## src/rtl/irq_take_pkg.sv

```systemverilog
package irq_take_pkg;
   typedef struct packed {
      logic nmi;
      logic intr;
   } take_t;

   localparam int unsigned RAW_NMI = 0;
   localparam int unsigned RAW_IRQ = 1;
   localparam int unsigned RAW_CNT = 2;
endpackage

```

## src/rtl/irq_sync_chain.sv

```systemverilog
module irq_sync_chain #(
   parameter int unsigned STAGES = 2
) (
   input  logic clk,
   input  logic rst_n,
   input  logic d,
   output logic q
);
   logic [STAGES-1:0] stage_q;

   for (genvar s = 0; s < STAGES; s++) begin : g_stage
      if (s == 0) begin : g_first
         always_ff @(posedge clk or negedge rst_n) begin
            if (!rst_n) stage_q[s] <= 1'b0;
            else        stage_q[s] <= d;
         end
      end else begin : g_next
         always_ff @(posedge clk or negedge rst_n) begin
            if (!rst_n) stage_q[s] <= 1'b0;
            else        stage_q[s] <= stage_q[s-1];
         end
      end
   end

   assign q = stage_q[STAGES-1];
endmodule

```

## src/rtl/irq_nmi_tracker.sv

```systemverilog
module irq_nmi_tracker (
   input  logic clk,
   input  logic rst_n,
   input  logic lvl,
   input  logic take,
   input  logic iret,
   output logic ready,
   output logic in_service
);
   logic prev_q, pend_q, svc_q;
   logic edge_seen;

   assign edge_seen = lvl & ~prev_q;

   always_ff @(posedge clk or negedge rst_n) begin
      if (!rst_n) begin
         prev_q <= 1'b0;
         pend_q <= 1'b0;
         svc_q  <= 1'b0;
      end else begin
         prev_q <= lvl;
         pend_q <= (pend_q & ~take) | edge_seen;
         svc_q  <= take | (svc_q & ~iret);
      end
   end

   assign ready      = pend_q & ~svc_q;
   assign in_service = svc_q;
endmodule

```

## src/rtl/irq_mask_tracker.sv

```systemverilog
module irq_mask_tracker (
   input  logic clk,
   input  logic rst_n,
   input  logic lvl,
   input  logic enable,
   input  logic take,
   input  logic done,
   output logic ready,
   output logic busy
);
   logic busy_q;

   always_ff @(posedge clk or negedge rst_n) begin
      if (!rst_n) busy_q <= 1'b0;
      else        busy_q <= take | (busy_q & ~done);
   end

   assign ready = lvl & enable & ~busy_q;
   assign busy  = busy_q;
endmodule

```

## src/rtl/irq_take_unit.sv

```systemverilog
module irq_take_unit
   import irq_take_pkg::*;
#(
   parameter int unsigned SYNC_STAGES = 2,
   parameter int unsigned VEC_W       = 8,
   parameter int unsigned NMI_VECTOR  = 2
) (
   input  logic             clk,
   input  logic             rst_n,
   input  logic             irq_raw,
   input  logic             nmi_raw,
   input  logic             insn_boundary,
   input  logic             irq_enable,
   input  logic             iret_pulse,
   input  logic             ack_done,
   output logic             take_nmi,
   output logic             take_intr,
   output logic [VEC_W-1:0] take_vector,
   output logic             ack_req
);
   localparam logic [VEC_W-1:0] NMI_VEC_L = VEC_W'(NMI_VECTOR);

   if (SYNC_STAGES < 2) begin : g_bad_sync
      $error("SYNC_STAGES must be at least 2");
   end
   if (VEC_W < 2 || VEC_W > 16) begin : g_bad_width
      $error("VEC_W out of range");
   end
   if (NMI_VECTOR >= (1 << VEC_W)) begin : g_bad_vec
      $error("NMI_VECTOR does not fit VEC_W");
   end

   logic [RAW_CNT-1:0] raw_in, raw_sync;
   assign raw_in[RAW_NMI] = nmi_raw;
   assign raw_in[RAW_IRQ] = irq_raw;

   for (genvar i = 0; i < RAW_CNT; i++) begin : g_sync
      irq_sync_chain #(.STAGES(SYNC_STAGES)) u_sync (
         .clk   (clk),
         .rst_n (rst_n),
         .d     (raw_in[i]),
         .q     (raw_sync[i])
      );
   end

   logic  nmi_ready, nmi_in_service, mask_ready, mask_busy;
   take_t take_d, take_q;

   always_comb begin
      take_d.nmi  = insn_boundary & nmi_ready;
      take_d.intr = insn_boundary & mask_ready & ~nmi_ready;
   end

   irq_nmi_tracker u_nmi (
      .clk        (clk),
      .rst_n      (rst_n),
      .lvl        (raw_sync[RAW_NMI]),
      .take       (take_d.nmi),
      .iret       (iret_pulse),
      .ready      (nmi_ready),
      .in_service (nmi_in_service)
   );

   irq_mask_tracker u_mask (
      .clk    (clk),
      .rst_n  (rst_n),
      .lvl    (raw_sync[RAW_IRQ]),
      .enable (irq_enable),
      .take   (take_d.intr),
      .done   (ack_done),
      .ready  (mask_ready),
      .busy   (mask_busy)
   );

   always_ff @(posedge clk or negedge rst_n) begin
      if (!rst_n) take_q <= '0;
      else        take_q <= take_d;
   end

   assign take_nmi    = take_q.nmi;
   assign take_intr   = take_q.intr;
   assign take_vector = take_q.nmi ? NMI_VEC_L : '0;
   assign ack_req     = mask_busy;
endmodule

```

## config.mk

```make
export PLATFORM = sky130hd
export DESIGN_NAME = irq_take_unit
export DESIGN_NICKNAME = d
export VERILOG_FILES = /design/src/rtl/irq_take_pkg.sv /design/src/rtl/irq_sync_chain.sv /design/src/rtl/irq_nmi_tracker.sv /design/src/rtl/irq_mask_tracker.sv /design/src/rtl/irq_take_unit.sv
export SDC_FILE = /design/constraint.sdc
export NUM_CORES = 1
export LEC_CHECK = 0
export CORE_AREA = 5 5 42 44
export CTS_CLUSTER_SIZE = 28
export DETAILED_ROUTE_END_ITERATION = 16
export DIE_AREA = 0 0 47 49
export GPL_ROUTABILITY_DRIVEN = 0
export HOLD_SLACK_MARGIN = 0.03
export PLACE_DENSITY_LB_ADDON = 0.15
export SLEW_MARGIN = 20
export SYNTH_ARGS = -nofsm -noshare
export SYNTH_HDL_FRONTEND = slang
export SYNTH_SLANG_ARGS = --single-unit
```

## constraint.sdc

```tcl
create_clock -name clk -period 0.9 [get_ports clk]
set_input_delay 0.09 -clock clk [delete_from_list [all_inputs] [get_ports clk]]
set_output_delay 0.09 -clock clk [all_outputs]
set_load 0.1 [all_outputs]
```

==> impl_metrics.py, run 1 <==
metrics = {
    "sta": {
        "maxSlewViolCount": 0,
        "clock.fmax_mhz": 971,
        "period_needed_ns": 1.03,
        "rsz0062_at_grt": "true",
        "fin_ws_ns": -0.130,
        "finalSetupViolCount": 5,
        "fin_crit_sh_pct": 114,
        "fin_skew_ns": 0.00192,
        "finalHoldViolCount": 0,
        "timing.setup.tns_ns": -0.432,
    },
    "synthesis": {
        "yosysWarnings": 0,
        "ys_seq_elements": 10,
        "synth_area_um2": 375,
        "synth.distinct_cells": 11,
        "yosysSeqAreaShare_pct": 66.7,
        "syn_avg_cell_area_um2": 12.5,
        "syn_inst": 30,
    },
    "cells_and_area": {
        "area_growth_pct": 50.3,
        "layout_common_cells": "7 x conb_1, 7 x dfrtp_1, 7 x clkdlybuf4s50_1, 4 x inv_1, 4 x buf_12",
        "antenna_cells": 0,
        "final_core_util_pct": 40.3,
        "drive_above_1_share_pct": 28.9,
        "nets": 54,
        "stdcell_count": 61,
    },
    "status": {
        "outcome": "complete, but fails checks",
        "violations": "setup timing",
    },
    "global_route": {
        "grt_pass1_wl_um": 972,
        "gr-total-overflow": 0,
        "grt_pass1_vias": 207,
        "grt_usage_pct": 6.57,
        "grt_max_degree": 11,
        "antenna_found_initial": 0,
    },
    "worst_setup_path": {
        "cp_cell_sequence": "buf_12",
        "worstPathArrival_ns": 0.94,
        "crit_fanout": 3,
        "rr_worst_depth": 2,
        "critical-path-max-stage-delay_ns": 0.50,
        "cp_slowest_cell": "dfrtp_4",
        "crit_path_end": "ack_req",
        "r2r_start": "u_mask.busy$_DFF_PN0_",
        "r2r_setup_slack_ns": 0,
        "required_ns": 0.81,
        "r2r_end": "take_intr$_DFF_PN0_",
        "cp-start-kind": "flop",
        "path_depth": 1,
        "critical-path-top-delay-family": "flip-flops",
        "crit_buf_inv": 1,
        "end_kind": "output pin",
        "startpoint": "u_mask.busy$_DFF_PN0_",
        "critPathKind": "reg -> out",
    },
    "die": {
        "die_x_um": 47,
        "ioPinCount": 19,
        "start_util_pct": 26.8,
        "rows": 14,
        "core_area_um2": 1400,
        "die-area_um2": 2300,
        "fp.dieH_um": 49,
    },
    "cts": {
        "numCtsBuffers": 3,
        "clk_pin_slew_ns": 0.06,
        "clk_latency_ns": 0.26,
        "cts_max_path_buffers": 2,
        "cts.sinks": 10,
        "cts_max_level": 1,
        "cts_root_buf": "clkbuf_4",
        "cts_tree": "built",
        "hold_buffers": 0,
    },
    "route": {
        "wl_per_cell_um": 10.1,
        "firstDrtPassIters": 2,
        "ant_nets": 0,
        "wl_um": 615,
        "drtIter0Drc": 2,
        "viasPerCell": 3.80,
        "num_vias": 232,
        "drc_errors": 0,
    },
    "placement": {
        "port_buffers": 11,
        "placed_cells": 55,
        "place_hpwl_um": 487,
    },
    "job": {
        "cap_violations": 0,
    },
    "power_and_ir_drop": {
        "power.density_nw_per_um2": 2710,
        "p_leak_uw": 0.000262,
        "ir_drop_uv": 787,
    },
    "hold_path": {
        "hold_class": "in -> async",
    },
}
[synthesized netlist by cell type]
library cell / count / area share (%)
nand3b_1: 1 / 2.0
buf_4: 8 / 16
nor2_1: 1 / 1.0
nor2b_1: 1 / 1.7
dfrtp_1: 10 / 67
nand4b_1: 1 / 2.3
a22o_1: 1 / 2.3
inv_1: 4 / 4.0
o21ai_0: 1 / 1.3
o22ai_1: 1 / 1.7
conb_1: 1 / 1.0
[sequential cells by signal, summed over array words and instances (netlist names)]
register               count
u_nmi.pend_q               1
take_nmi                   1
g_sync.u_sync.q            2
u_mask.busy                1
take_intr                  1
u_nmi.in_service           1
g_sync.u_sync.stage_q      2
u_nmi.prev_q               1
[per-layer routing]
| layer | wire length (um) | vias up | GRT usage [%] | part of all wire, % |
|---|---|---|---|---|
| li1 | - | 108 | - | - |
| met1 | 191 | 111 | 6.42 | 31 |
| met2 | 341 | 11 | 8.82 | 55 |
| met3 | 68 | 2 | 5.90 | 11 |
| met4 | 14 | 0 | 4.15 | 2.3 |
| met5 | 0 | - | 0 | 0 |
[worst min-delay path by stage]
stage                                          start                      endpoint  slack [ns]  depth (start not counted)
5_1_grt                                        rst_n  g_sync[0].u_sync.q$_DFF_PN0_        0.16                          1
3_5_place_dp   g_sync[0].u_sync.stage_q[0]$_DFF_PN0_  g_sync[0].u_sync.q$_DFF_PN0_        0.34                          0
6_report                                       rst_n  g_sync[0].u_sync.q$_DFF_PN0_        0.13                          1
3_3_place_gp   g_sync[1].u_sync.stage_q[0]$_DFF_PN0_  g_sync[1].u_sync.q$_DFF_PN0_        0.34                          0
2_1_floorplan                                  rst_n  g_sync[0].u_sync.q$_DFF_PN0_       -0.21                          0
4_1_cts                                        rst_n  g_sync[0].u_sync.q$_DFF_PN0_        0.14                          1
[cells by family after synthesis]
logic type	Yosys count	synth area share [%]
buf+inv	12	20.0
flops	10	66.7
compound gates	3	5.33
other cells	1	0.999
simple gates	4	7.00
[per-stage QoR]
stage	worst slack (ns)	hold slack [ns]	total power, uW	cell area (um^2)
final	-0.130	0.132	1530	564
after global routing	-0.162	0.156	1610	564
after CTS	-0.140	0.140	1500	543
after detailed placement	-0.106	0.336	1180	517
after global placement	-0.0783	0.341	1180	517
after floorplan	-0.126	-0.206	1030	410
[repair_timing]
item,CTS,global route
endpoints found under the setup margin,4,7
resized for setup,0,1
setup buffers,0,2
[layout make-up]
type	instances	area, um^2
Timing Repair Buffer	13	165
Fill cell	137	837
Clock buffer	4	26.3
Inverter	4	15.0
Sequential cell	10	259
Tap cell	16	20.0
Multi-Input combinational cell	14	78.8
[where the power goes]
part	switching [uW]	total [uW]	internal, uW
logic	424	641	217
registers	51.6	574	523
clock network	146	317	171
No activity file was read; power rests on OpenSTA's default activity.
==> inputs of run 2 (changes only) <==
--- a/config.mk
+++ b/config.mk
@@ -16,3 +16,4 @@
 export SYNTH_ARGS = -nofsm -noshare
 export SYNTH_HDL_FRONTEND = slang
 export SYNTH_SLANG_ARGS = --single-unit
+export TNS_END_PERCENT = 20
==> impl_metrics.py, run 2 (synthesis results as in run 1) <==
metrics = {
    "cells_and_area": {
        "layout_common_cells": "8 x dfrtp_1, 7 x conb_1, 7 x clkdlybuf4s50_1, 4 x inv_1, 4 x buf_12",
        "drive_above_1_share_pct": 21.4,
        "n_fill_cell": 142,
        "seqCellArea_um2": 258,
        "area_growth_pct": 43.3,
        "final_common_cell": "dfrtp_1",
        "antenna_cells": 0,
        "final_design_area_no_fill_um2": 538,
        "nets": 52,
        "multi_input_area_um2": 72.6,
        "final_core_util_pct": 38.4,
    },
    "cts": {
        "clk_pin_slew_ns": 0.06,
        "cts_setup_buffers": 0,
        "numCtsBuffers": 3,
        "clk_latency_ns": 0.26,
        "cts_max_level": 1,
        "cts.sinks": 10,
        "cts_resized": 0,
        "hold_buffers": 0,
        "cts_max_path_buffers": 2,
        "cts_tree": "built",
        "cts_root_buf": "clkbuf_4",
    },
    "sta": {
        "fin_crit_sh_pct": 114,
        "hold-worst-slack_ns": 0.138,
        "finalHoldViolCount": 0,
        "rsz0062_at_grt": "true",
        "fin_skew_ns": 0.00723,
        "clock.fmax_mhz": 978,
        "fin_ws_ns": -0.122,
        "maxSlewViolCount": 0,
        "finalSetupViolCount": 4,
        "period_needed_ns": 1.02,
    },
    "route": {
        "ant_nets": 0,
        "wl_per_cell_um": 10.3,
        "viasPerCell": 3.93,
        "drtIter0Drc": 1,
        "drc_errors": 0,
        "wl_um": 595,
        "firstDrtPassIters": 2,
        "num_vias": 228,
    },
    "placement": {
        "post-place-ws_ns": -0.117,
        "place_hpwl_um": 500,
        "placed_area_um2": 515,
        "port_buffers": 11,
    },
    "die": {
        "fp.dieH_um": 49,
        "start_util_pct": 26.8,
        "ioPinCount": 19,
        "rows": 14,
        "core_area_um2": 1400,
        "die-area_um2": 2300,
        "die_x_um": 47,
    },
    "global_route": {
        "grt_usage_pct": 5.70,
        "grt_pass1_vias": 207,
        "gr-total-overflow": 0,
        "antenna_found_initial": 0,
        "grt_pass1_wl_um": 883,
        "grt_max_degree": 11,
        "grt_util_met2_pct": 8.37,
        "busiest_layer": "met2",
        "use_met1_pct": 5.71,
        "grt_use_met3_pct": 3.32,
    },
    "worst_setup_path": {
        "worstPathArrival_ns": 0.93,
        "crit_fanout": 3,
        "required_ns": 0.81,
        "critPathKind": "reg -> out",
        "critical-path-top-delay-family": "flip-flops",
        "cp-start-kind": "flop",
        "cp_slowest_cell": "dfrtp_4",
        "rr_worst_depth": 2,
        "path_depth": 1,
        "critical-path-max-stage-delay_ns": 0.50,
        "crit_buf_inv": 1,
        "cp_cell_sequence": "buf_12",
        "end_kind": "output pin",
    },
    "status": {
        "outcome": "complete, but fails checks",
        "violations": "setup timing",
    },
    "power_and_ir_drop": {
        "power.density_nw_per_um2": 2700,
        "p_leak_uw": 0.000251,
        "ir_drop_uv": 869,
        "totalPowerFinal_uw": 1450,
    },
    "hold_path": {
        "hold_class": "in -> async",
    },
    "job": {
        "cap_violations": 0,
    },
}
==> run 2: changes by cell type in the layout (fill, tap and decap cells not counted) <==
cell / delta
buf_4: -2
clkbuf_1: -1
dfrtp_1: +1
dfrtp_2: -1
o22ai_1: +1
o22ai_2: -1
==> run 2: final timing paths <==
check | start | slack [ns] | endpoint
setup / recovery | u_mask.busy$_DFF_PN0_ | -0.12 | ack_req
min in group clk | irq_raw | 0.27 | g_sync[1].u_sync.stage_q[0]$_DFF_PN0_
hold reg to reg | g_sync[1].u_sync.stage_q[0]$_DFF_PN0_ | 0.35 | g_sync[1].u_sync.q$_DFF_PN0_
max in group asynchronous | rst_n | 0.42 | take_nmi$_DFF_PN0_
hold / removal | rst_n | 0.14 | g_sync[1].u_sync.stage_q[0]$_DFF_PN0_
setup reg to reg | u_mask.busy$_DFF_PN0_ | 0 | u_mask.busy$_DFF_PN0_
==> run 2: layer usage <==
layer / vias up / part of all wire, %
li1: 104 / -
met1: 116 / 31
met2: 8 / 59
met3: 0 / 9.9
met4: 0 / 0
met5: - / 0
==> run 2: per-stage QoR <==
step	std cells	setup TNS [ns]
after detailed placement	55	-0.123
after global routing	58	-0.588
after CTS	58	-0.430
final	58	-0.369
after global placement	55	-0.116
after floorplan	36	-0.353
==> run 2: report_power, final <==
part / internal (uW) / leakage, uW / switching (uW) / total (uW)
Sequential: 522 / 0.000119 / 49.2 / 571
Clock: 153 / 0.0000138 / 134 / 287
Combinational: 183 / 0.000119 / 413 / 596
==> run 2: final cells by class <==
cell class / instances / area share, %
clock buffers: 3 / 4.19
inverters: 4 / 2.79
multi-input cells: 14 / 13.5
flip-flops and latches: 10 / 47.9
well taps: 16 / 3.72
repair buffers: 11 / 27.9
==> inputs of run 3 (changes only) <==
--- a/config.mk
+++ b/config.mk
@@ -5,10 +5,12 @@
 export SDC_FILE = /design/constraint.sdc
 export NUM_CORES = 1
 export LEC_CHECK = 0
-export CORE_AREA = 5 5 42 44
+export CELL_PAD_IN_SITES_DETAIL_PLACEMENT = 1
+export CELL_PAD_IN_SITES_GLOBAL_PLACEMENT = 1
+export CORE_AREA = 5 5 46 48
 export CTS_CLUSTER_SIZE = 28
 export DETAILED_ROUTE_END_ITERATION = 16
-export DIE_AREA = 0 0 47 49
+export DIE_AREA = 0 0 51 53
 export GPL_ROUTABILITY_DRIVEN = 0
 export HOLD_SLACK_MARGIN = 0.03
 export PLACE_DENSITY_LB_ADDON = 0.15
==> impl_metrics.py, run 3 (synthesis results as in run 1) <==
metrics = {
    "power_and_ir_drop": {
        "p_clk_share_pct": 24.9,
        "totalPowerFinal_uw": 1590,
        "seq_power_share_pct": 36.3,
        "comb_power_share_pct": 38.9,
        "p_sw_share_pct": 39.2,
        "p_leak_uw": 0.000266,
        "power_switching_uw": 623,
        "ir_drop_uv": 939,
        "power.internal_uw": 966,
        "power.density_nw_per_um2": 2800,
    },
    "cts": {
        "numCtsBuffers": 3,
        "cts_setup_buffers": 0,
        "cts_max_level": 1,
        "clk_pin_slew_ns": 0.06,
        "cts_root_buf": "clkbuf_4",
        "cts_tree": "built",
        "clk_latency_ns": 0.26,
        "cts.sinks": 10,
        "cts_max_path_buffers": 2,
    },
    "route": {
        "ant_nets": 0,
        "drc_errors": 0,
        "drtIter0Drc": 0,
        "num_vias": 235,
        "wl_um": 668,
        "viasPerCell": 3.79,
        "wl_per_cell_um": 10.8,
        "firstDrtPassIters": 1,
    },
    "global_route": {
        "grt_util_met2_pct": 7.94,
        "antenna_found_initial": 0,
        "busiest_layer": "met2",
        "use_met1_pct": 6.38,
        "gr-total-overflow": 0,
        "grt_pass1_vias": 276,
        "grt_max_degree": 11,
        "grt_pass1_wl_um": 1090,
        "grt_use_met3_pct": 3.10,
        "grt_usage_pct": 6.00,
    },
    "sta": {
        "fin_skew_ns": 0.00131,
        "clock.fmax_mhz": 971,
        "maxSlewViolCount": 0,
        "finalHoldViolCount": 0,
        "finalSetupViolCount": 6,
        "rsz0062_at_grt": "true",
        "fin_crit_sh_pct": 114,
        "period_needed_ns": 1.03,
        "fin_ws_ns": -0.130,
    },
    "worst_setup_path": {
        "end_kind": "output pin",
        "path_depth": 1,
        "r2r_start": "u_mask.busy$_DFF_PN0_",
        "required_ns": 0.81,
        "critical-path-top-delay-family": "flip-flops",
        "startpoint": "take_nmi$_DFF_PN0_",
        "crit_fanout": 2,
        "r2r_setup_slack_ns": -0.01,
        "rr_worst_depth": 2,
        "r2r_end": "u_mask.busy$_DFF_PN0_",
        "critical-path-max-stage-delay_ns": 0.50,
        "crit_buf_inv": 1,
        "cp_slowest_cell": "dfrtp_4",
        "critPathKind": "reg -> out",
        "cp-start-kind": "flop",
        "cp_cell_sequence": "buf_12",
        "worstPathArrival_ns": 0.94,
    },
    "cells_and_area": {
        "nets": 54,
        "n_fill_cell": 179,
        "layout_common_cells": "8 x dfrtp_1, 7 x conb_1, 7 x clkdlybuf4s50_1, 4 x buf_12",
        "final_design_area_no_fill_um2": 568,
        "final_common_cell": "dfrtp_1",
        "area_growth_pct": 51.3,
        "antenna_cells": 0,
        "drive_above_1_share_pct": 28.9,
        "final_core_util_pct": 34.0,
    },
    "placement": {
        "placed_area_um2": 532,
        "port_buffers": 11,
    },
    "die": {
        "die-area_um2": 2700,
        "die_x_um": 51,
        "fp.dieH_um": 53,
        "rows": 15,
        "core_area_um2": 1670,
        "ioPinCount": 19,
        "start_util_pct": 22.5,
    },
    "job": {
        "cap_violations": 0,
    },
    "hold_path": {
        "hold_class": "in -> async",
    },
    "status": {
        "violations": "setup timing",
        "outcome": "complete, but fails checks",
    },
}
-- run 3: cell count changes in the layout (fill, tap and decap cells not counted) --
cell / previous run / this run
inv_1: 4 / 3
inv_2: 0 / 1
clkbuf_8: 0 / 1
buf_4: 0 / 2
-- run 3: how the worst max path moves through the flow --
stage                                  end  slack (ns)
global placement    u_nmi.pend_q$_DFF_PN0_       -0.09
finish                            take_nmi       -0.13
CTS                                ack_req       -0.15
detailed placement  u_nmi.pend_q$_DFF_PN0_       -0.12
global route                       ack_req       -0.17
floorplan            u_mask.busy$_DFF_PN0_       -0.13
-- run 3: final cells by class --
| class | instances | area [um^2] | area share, % |
|---|---|---|---|
| clock buffer | 4 | 36.3 | 6.39 |
| inverter | 4 | 15.0 | 2.64 |
| multi-input combinational | 14 | 72.6 | 12.8 |
| sequential | 10 | 258 | 45.4 |
| tap | 17 | 21.3 | 3.74 |
| timing repair buffer | 13 | 165 | 29.1 |
-- run 3: repair_timing --
| action | CTS | global route |
|---|---|---|
| hold buffers | 0 | 0 |
| setup endpoints to repair | 6 | 8 |
| resized for setup | 0 | 1 |
-- run 3: power by group through the flow --
| stage | Combinational [uW] | Sequential [uW] | Clock, uW |
|---|---|---|---|
| CTS | 619 | 577 | 423 |
| global placement | 617 | 581 | 0 |
| finish | 618 | 576 | 395 |
| global route | 644 | 580 | 447 |
| floorplan | 317 | 709 | 0 |
| detailed placement | 619 | 586 | 0 |
-- run 3: routing by layer --
| metal | part of all wire, % | up-vias |
|---|---|---|
| met4 | 0.90 | 0 |
| li1 | - | 108 |
| met3 | 11 | 2 |
| met5 | 0 | - |
| met1 | 41 | 111 |
| met2 | 46 | 14 |
-- run 3: per-stage QoR --
step	hold WS (ns)	TNS, ns	setup slack, ns	cells
after detailed placement	0.344	-0.196	-0.125	58
after global routing	0.118	-0.695	-0.167	62
after global placement	0.338	-0.136	-0.0920	58
final	0.118	-0.430	-0.130	62
after floorplan	-0.206	-0.353	-0.126	36
after CTS	0.109	-0.524	-0.150	62
